--- src/rtl/adc_port_pkg.sv ---
package adc_port_pkg;

  // Occupancy / shifting phase of the result port
  typedef enum logic [1:0] {
    PORT_EMPTY  = 2'd0,
    PORT_LOADED = 2'd1,  // word present, shifter not armed
    PORT_ARMED  = 2'd2   // word present, falling edges shift
  } port_state_e;

endpackage

--- src/rtl/adc_bit_sync.sv ---
module adc_bit_sync #(
  parameter int   STAGES  = 2,
  parameter logic RST_VAL = 1'b0
) (
  input  logic clk,
  input  logic rst_n,
  input  logic d,
  output logic q
);

  logic [STAGES-1:0] chain;

  always_ff @(posedge clk or negedge rst_n) begin
    if (!rst_n) chain <= {STAGES{RST_VAL}};
    else        chain <= {chain[STAGES-2:0], d};
  end

  assign q = chain[STAGES-1];

endmodule

--- src/rtl/adc_conv_sequencer.sv ---
module adc_conv_sequencer #(
  parameter int CONV_CYCLES = 1624,
  parameter int DRDY_LEAD   = 2
) (
  input  logic clk,
  input  logic rst_n,
  output logic upd_stb,   // reload attempt on this cycle's edge
  output logic warn_win   // pre-reload window
);

  localparam int CW = $clog2(CONV_CYCLES);
  localparam logic [CW-1:0] LAST    = CW'(CONV_CYCLES - 1);
  localparam logic [CW-1:0] WARN_AT = CW'(CONV_CYCLES - 1 - DRDY_LEAD);

  logic [CW-1:0] cnt;

  assign upd_stb = (cnt == LAST);

  always_ff @(posedge clk or negedge rst_n) begin
    if (!rst_n) begin
      cnt      <= '0;
      warn_win <= 1'b0;
    end else begin
      cnt <= upd_stb ? '0 : cnt + 1'b1;
      if (cnt == WARN_AT) warn_win <= 1'b1;
      else if (upd_stb)   warn_win <= 1'b0;
    end
  end

endmodule

--- src/rtl/adc_serial_shifter.sv ---
module adc_serial_shifter
  import adc_port_pkg::*;
#(
  parameter int DATA_W  = 16,
  parameter int CS_HOLD = 2
) (
  input  logic              clk,
  input  logic              rst_n,
  input  logic              cs_sync,
  input  logic              sclk_sync,
  input  logic              upd_stb,
  input  logic [DATA_W-1:0] load_data,
  output logic              port_full,
  output logic              port_armed,
  output logic [DATA_W-1:0] shreg,
  output logic              sdata_o,
  output logic              sdata_oe
);

  localparam int PW = (DATA_W > 1) ? $clog2(DATA_W) : 1;
  localparam int HW = $clog2(CS_HOLD + 1);
  localparam logic [HW-1:0] HOLD_MAX = HW'(CS_HOLD);
  localparam logic [PW-1:0] POS_TOP  = PW'(DATA_W - 1);

  port_state_e   state;
  logic [PW-1:0] pos;
  logic [HW-1:0] hold_cnt;
  logic          sclk_d;
  logic          sclk_rise, sclk_fall, honoured, do_load;

  assign sclk_rise = sclk_sync & ~sclk_d;
  assign sclk_fall = ~sclk_sync & sclk_d;
  assign honoured  = ~cs_sync & (hold_cnt == HOLD_MAX);
  assign do_load   = upd_stb & ((state == PORT_EMPTY) | cs_sync);

  // select qualification and edge history
  always_ff @(posedge clk or negedge rst_n) begin
    if (!rst_n) begin
      sclk_d   <= 1'b0;
      hold_cnt <= '0;
    end else begin
      sclk_d <= sclk_sync;
      if (cs_sync)                    hold_cnt <= '0;
      else if (hold_cnt != HOLD_MAX)  hold_cnt <= hold_cnt + 1'b1;
    end
  end

  // port state, word and bit position
  always_ff @(posedge clk or negedge rst_n) begin
    if (!rst_n) begin
      state <= PORT_EMPTY;
      shreg <= '0;
      pos   <= '0;
    end else if (do_load) begin
      state <= PORT_LOADED;
      shreg <= load_data;
      pos   <= POS_TOP;
    end else if (cs_sync) begin
      if (state == PORT_ARMED) state <= PORT_LOADED;
    end else if (honoured) begin
      unique case (state)
        PORT_LOADED: if (sclk_rise) state <= PORT_ARMED;
        PORT_ARMED: begin
          if (sclk_fall) begin
            if (pos == '0) begin
              state <= PORT_EMPTY;
            end else begin
              shreg <= {shreg[DATA_W-2:0], 1'b0};
              pos   <= pos - 1'b1;
            end
          end
        end
        default: ;
      endcase
    end
  end

  assign port_full  = (state != PORT_EMPTY);
  assign port_armed = (state == PORT_ARMED);
  assign sdata_oe   = port_full & ~cs_sync;
  assign sdata_o    = sdata_oe & shreg[DATA_W-1];

endmodule

--- src/rtl/adc_serial_port.sv ---
module adc_serial_port #(
  parameter int DATA_W      = 16,
  parameter int CONV_CYCLES = 1624,
  parameter int DRDY_LEAD   = 2,
  parameter int CS_HOLD     = 2,
  parameter int SYNC_STAGES = 2
) (
  input  logic              clk,
  input  logic              rst_n,
  input  logic [DATA_W-1:0] sample_in,
  input  logic              cs_n,
  input  logic              sclk,
  output logic              sdata_o,
  output logic              sdata_oe,
  output logic              drdy
);

  localparam int NSYNC = 2;
  // bit 0: select (idles high), bit 1: serial clock (idles low)
  localparam logic [NSYNC-1:0] SYNC_RST = 2'b01;

  logic [NSYNC-1:0] raw_in, synced;
  logic             cs_sync, sclk_sync;
  logic             upd_stb, warn_win;
  logic             port_full, port_armed;
  logic [DATA_W-1:0] shreg;

  assign raw_in = {sclk, cs_n};

  for (genvar g = 0; g < NSYNC; g++) begin : g_sync
    adc_bit_sync #(
      .STAGES (SYNC_STAGES),
      .RST_VAL(SYNC_RST[g])
    ) u_sync (
      .clk  (clk),
      .rst_n(rst_n),
      .d    (raw_in[g]),
      .q    (synced[g])
    );
  end

  assign cs_sync   = synced[0];
  assign sclk_sync = synced[1];

  adc_conv_sequencer #(
    .CONV_CYCLES(CONV_CYCLES),
    .DRDY_LEAD  (DRDY_LEAD)
  ) u_seq (
    .clk     (clk),
    .rst_n   (rst_n),
    .upd_stb (upd_stb),
    .warn_win(warn_win)
  );

  adc_serial_shifter #(
    .DATA_W (DATA_W),
    .CS_HOLD(CS_HOLD)
  ) u_shift (
    .clk       (clk),
    .rst_n     (rst_n),
    .cs_sync   (cs_sync),
    .sclk_sync (sclk_sync),
    .upd_stb   (upd_stb),
    .load_data (sample_in),
    .port_full (port_full),
    .port_armed(port_armed),
    .shreg     (shreg),
    .sdata_o   (sdata_o),
    .sdata_oe  (sdata_oe)
  );

  assign drdy = warn_win | ~port_full;

endmodule

--- config.mk ---
export PLATFORM = sky130hd
export DESIGN_NAME = adc_serial_port
export DESIGN_NICKNAME = d
export VERILOG_FILES = /design/src/rtl/adc_port_pkg.sv /design/src/rtl/adc_bit_sync.sv /design/src/rtl/adc_conv_sequencer.sv /design/src/rtl/adc_serial_shifter.sv /design/src/rtl/adc_serial_port.sv
export SDC_FILE = /design/constraint.sdc
export NUM_CORES = 1
export LEC_CHECK = 0
export ABC_AREA = 1
export ABC_CLOCK_PERIOD_IN_PS = 2350
export BUFFER_PORTS_ARGS = -buffer_cell sky130_fd_sc_hd__buf_2
export CAP_MARGIN = 0
export CORE_UTILIZATION = 25
export CTS_CLUSTER_SIZE = 25
export DETAILED_ROUTE_END_ITERATION = 6
export PLACE_DENSITY_LB_ADDON = 0.3
export SLEW_MARGIN = 20
export SYNTH_ARGS = -nofsm -noshare
export SYNTH_HDL_FRONTEND = slang
export SYNTH_SLANG_ARGS = --single-unit
export TNS_END_PERCENT = 20
--- constraint.sdc ---
create_clock -name clk -period 2.35 [get_ports clk]
set_clock_uncertainty 0.15 [all_clocks]
set_input_delay 0.47 -clock clk [delete_from_list [all_inputs] [get_ports clk]]
set_output_delay 0.47 -clock clk [all_outputs]
set_load 0.01 [all_outputs]
After elaboration in Yosys (flattened, before gate mapping)
Cells that the tools add are included.
Word-level totals
  register bits after elaboration: 41
  bits of input ports: 20
  output and inout port bits: 3
  word-level logic and storage cells: 73
Cells by class
  $add $sub $neg: 3
  equal/unequal tests: 13
  muxes and demuxes: 25
  bitwise gates (word level): 12
  reductions and logical operators: 11
Operators with widths (count)
  16-bit 2-to-1 mux: 6
  4-bit 2-to-1 mux: 6
  11-bit equality test (second input constant): 2
  2-bit 2-to-1 mux: 9
  2-bit nonzero test: 6
  11-bit by 1-bit adder with 11-bit output (second input constant): 1
  11-bit 2-to-1 mux: 1
  4-bit by 1-bit inequality test with 1-bit output (second input constant): 2
  1-bit AND: 6
  6-bit AND reduction: 1
  5-bit AND reduction: 1
  2-bit equality test (second input constant): 2
  4-bit zero test: 1
  2-bit by 1-bit inequality test with 1-bit output (second input constant): 2
  4-bit by 2-bit inequality test with 1-bit output (second input constant): 1
  4-bit inequality test (second input constant): 1
  1-bit NOT: 4
  2-bit case mux with 2 select lines: 1
  4-bit by 1-bit subtractor with 4-bit output (second input constant): 1
  3-bit by 2-bit inequality test with 1-bit output (second input constant): 1
  3-bit nonzero test: 1
  2-bit by 1-bit adder with 2-bit output (second input constant): 1
  2-bit by 1-bit equality test with 1-bit output (second input constant): 1
  2-bit zero test: 1
  other kinds (3): 5

Depth between registers and ports, before layout
  depth in word-level cells: 7
  mapped depth: 10
  depth with buffers taken out: 10

Cells and area by module
Synthesis repeated with hierarchy kept, for this count alone.
Second synthesis, totals
  cells, all modules: 293
  area total of the unflattened synthesis: 2235.9 µm²
By module, submodules not included
  adc_serial_shifter: instances 1, cells an instance 198, area each 1445.1 µm², seq. area each 625.6 µm²
  adc_conv_sequencer: instances 1, cells an instance 89, area each 680.7 µm², seq. area each 300.3 µm²
  adc_bit_sync (g_sync[0].u_sync): instances 1, cells an instance 2, area each 52.6 µm², seq. area each 52.6 µm²
  adc_bit_sync (g_sync[1].u_sync): instances 1, cells an instance 2, area each 50.0 µm², seq. area each 50.0 µm²
  adc_serial_port: instances 1, cells an instance 2, area each 7.5 µm², seq. area each 0.0 µm²

Worst setup path before layout
No wires, ideal clock.
  path type: register to output
  from: register u_shift.state[0]
  to: output sdata_o
  arrival time: 1.143 ns
  required time: 1.730 ns
  setup slack: 0.587 ns
  cell stages (with the launch flop): 6
  buffers on the path: 0
  cells stage by stage: dfrtp_1 > inv_1 > ha_1 > nor2_1 > inv_1 > nor2_1
Between the ends
  longest elaborated chain between the ends: 3
RTL lines
  from (decl): line adc_serial_shifter.sv:25  | port_state_e state;
  from (signal assigned): line adc_serial_shifter.sv:51  | state <= PORT_EMPTY;
  from (signal assigned): line adc_serial_shifter.sv:55  | state <= PORT_LOADED;
  from (signal assigned): line adc_serial_shifter.sv:59  | if (state == PORT_ARMED) state <= PORT_LOADED;
  2-bit nonzero test: line adc_serial_shifter.sv:78  | assign port_full = (state != PORT_EMPTY);
  1-bit AND: line adc_serial_shifter.sv:80  | assign sdata_oe = port_full & ~cs_sync;
  named net sdata_oe: line adc_serial_port.sv:14  | output logic sdata_oe,
  1-bit AND: line adc_serial_shifter.sv:81  | assign sdata_o = sdata_oe & shreg[DATA_W-1];
  to (decl): line adc_serial_port.sv:13  | output logic sdata_o,
The timed path passes the listed nets, and every way through them passes these cells.

Worst setup path after layout
  from: register u_shift.state[0]
  to: output sdata_o
Between the ends
  longest elaborated chain between the ends: 3
RTL lines (line)
  2-bit nonzero test: adc_serial_shifter.sv:78
  1-bit AND: adc_serial_shifter.sv:80
  1-bit AND: adc_serial_shifter.sv:81
Every way passes these cells.

==> impl_results.md <==
- Relative slew slack: ~64%
- Synth warnings: 0
- Asr flop ratio synth: 100%
- Finished Cell Area: 2430 um^2
- Nets: 298
- Gr usage total: 10.8%
- CORE AREA: roughly 8000 um^2
- Number of global-route vias before repair: approximately 1500
- Reg clk slew, reported paths: 70 ps
- Final hold violations: 0
- Fraction of layout cells with a size suffix above 1: between 20 and 25%
- Outcome: completed
- Initial DRC count: between 100 and 150
- Utilization after layout: between 20% and 30%
- Most common cell in the netlist: nand2_1
- Final Setup Violations: 0
- Ant. Diodes: 0
- Setup Fix Bufs, Post-CTS: 0
- Area delta synth->final: 14.5%
- Synthesis-stage register bit count: 41
- Worst EP arrival: around 1500 ps
- Max Buffers Root-to-Sink: 2
- Hold Path Class: in -> async
- Via count: ~1600
- Fmax: 0.472 GHz
- Drt pass-1 iters: 6
- Die area: between 8000 and 9000 um^2
- Vias per cell: 4.29
- Syn nets: 273
- Root buffer cell: clkbuf_8
- Synth Instances: 246
- Post-synthesis average cell area: 8.64 um^2
- Detail Placement HPWL: roughly 3000 um
- Area leader, netlist: dfrtp_1
- Die Span X: 94.2 um
- Final worst-path cycle share: 90.2%
- Crit Path Max Fanout: 3
- Clock latency on the worst-skew pair: 300 ps
- Max VDD drop: 0.194 mV
- Max-cap violations: 0
- Most used DFF post-synth: dfrtp_1
- Number of synthesized flops with an enable pin: 0
- Startpoint Class: flip-flop
- First-pass GRT wire length: 7310 um
- IO Pins: 23
- Worst-Margin Slew: 537 ps
- Final RePlAce weighted congestion: 0.771
- CTS buffer count: 5
- Reg-to-reg startpoint: u_shift.state[0]$_DFFE_PN0P_
- Post-synth top cells: nand2_1, nand3_1, dfrtp_1, inv_1, nor2_1
- CTS tree: built
- Distinct cells, synth: 22
- Chip height: 94.2 um
- CTS Hold Bufs: 0
- Largest net degree at the start of global routing: 42
- CTS Sinks: a little over 40
- Crit path required time: 1730 ps
- Resize count post-CTS: 0
- Crit path from: u_shift.state[0]$_DFFE_PN0P_
- Synth top area share: between 40% and 50%
- RSZ-0062 raised after global routing: no
- Final ANT Viol Nets: 0
- Num rows: 33
- Fillers: 865
- DRC Markers: 0
- Tmin final: 2120 ps
- Slew Limit Fails: 0
- Critical path type: reg -> out
- Multi-input logic area: approximately 900 um^2
- Placed inst area: 2330 um^2
- Initial Util: between 20% and 30%
- Setup crit end kind: output pin
- Register Area: 1030 um^2
- CTS HTree Levels: 2
- R2R setup slack: 360 ps
- Post-Syn Area: 2130 um^2
- Top post-synthesis cells by area: dfrtp_1, nand3_1, nand2_1, nand3_2, inv_1
- Dpl ws: 346 ps
- Final WS setup: 229 ps
- Leakage: 0.00123 uW
- Total wire length: 4230 um
- Initial antenna violation count: 0
- Grt total ovfl: 0
- Sequential-to-total area share from yosys stat: between 40% and 50%
- PortBufs: 22
- DR WL/cell: 11.2 um
- PwrDens: 542 nW/um^2
- Setup TNS: 0 ps
report_power, final:
group	switching [uW]	internal [uW]
Combinational	45.6	31.3
Sequential	7.90	723
Clock	246	266
kinds of logic (layout without fill, tap and decap cells):
group	Yosys count	count (layout)	synth area share [%]
simple gates	141	141	34.0
buf+inv	44	70	9.36
fa+ha+maj	7	7	4.12
xor+xnor	4	4	1.65
flops	41	41	48.4
compound gates	9	9	2.47
routing by layer:
| metal | vias to the layer above | GRT usage (%) | wire (um) |
|---|---|---|---|
| met4 | 0 | 4.62 | 73 |
| li1 | 837 | - | - |
| met3 | 6 | 2.75 | 122 |
| met2 | 17 | 16.4 | 1950 |
| met1 | 759 | 14.3 | 2080 |
| met5 | - | 0 | 0 |
layout make-up:
class	count	share of cell area, %
tap	105	5.40
clock buffer	7	3.96
timing repair buffer	26	5.76
clock inverter	1	0.206
inverter	36	5.55
multi-input combinational	161	36.9
sequential	41	42.2
state kept, by name, indices dropped and copies added, names as in the netlist:
register             count
u_seq.warn_win           1
u_shift.state            2
u_seq.cnt               11
u_shift.hold_cnt         2
u_shift.pos              4
u_shift.shreg           16
g_sync.u_sync.chain      4
u_shift.sclk_d           1
metrics by stage:
step | power (uW) | hold slack, ps | cells
finish | 1320 | 86.9 | 377
global placement | 823 | 188 | 369
CTS | 1350 | 112 | 377
detailed placement | 825 | 188 | 369
global route | 1390 | 107 | 377
floorplan | 784 | 24.4 | 246
cell usage in the layout (no fill, tap or decap), drive strengths merged:
| cell | n |
|---|---|
| nand3 | 65 |
| nand2 | 52 |
| dfrtp | 39 |
| inv | 36 |
| buf | 26 |
| nor2 | 18 |
| ha | 7 |
| clkbuf | 7 |
| xor2 | 4 |
| a21oi | 3 |
| o21ai | 3 |
| nor3 | 3 |
| nand3b | 2 |
| o31ai | 2 |
| dfstp | 2 |
| or2 | 1 |
| o211ai | 1 |
| clkinv | 1 |
path summary, 6_finish.rpt:
| check | to | cells after the start |
|---|---|---|
| setup / recovery | sdata_o | 6 |
| hold / removal | g_sync[1].u_sync.chain[1]$_DFF_PN0_ | 2 |
| setup reg to reg | u_shift.shreg[14]$_DFFE_PN0P_ | 9 |
| hold reg to reg | g_sync[1].u_sync.chain[1]$_DFF_PN0_ | 0 |
| max in group asynchronous | u_shift.sclk_d$_DFF_PN0_ | 2 |
| min in group clk | g_sync[0].u_sync.chain[0]$_DFF_PN1_ | 1 |
critical path, stage by stage, from the launching register on:
cell	delay, ps
dfrtp_1	380
inv_1	80
ha_1	200
nor2_1	160
inv_1	100
nor2_1	130
buf_2	150
Power figures use the tool's default switching activity.
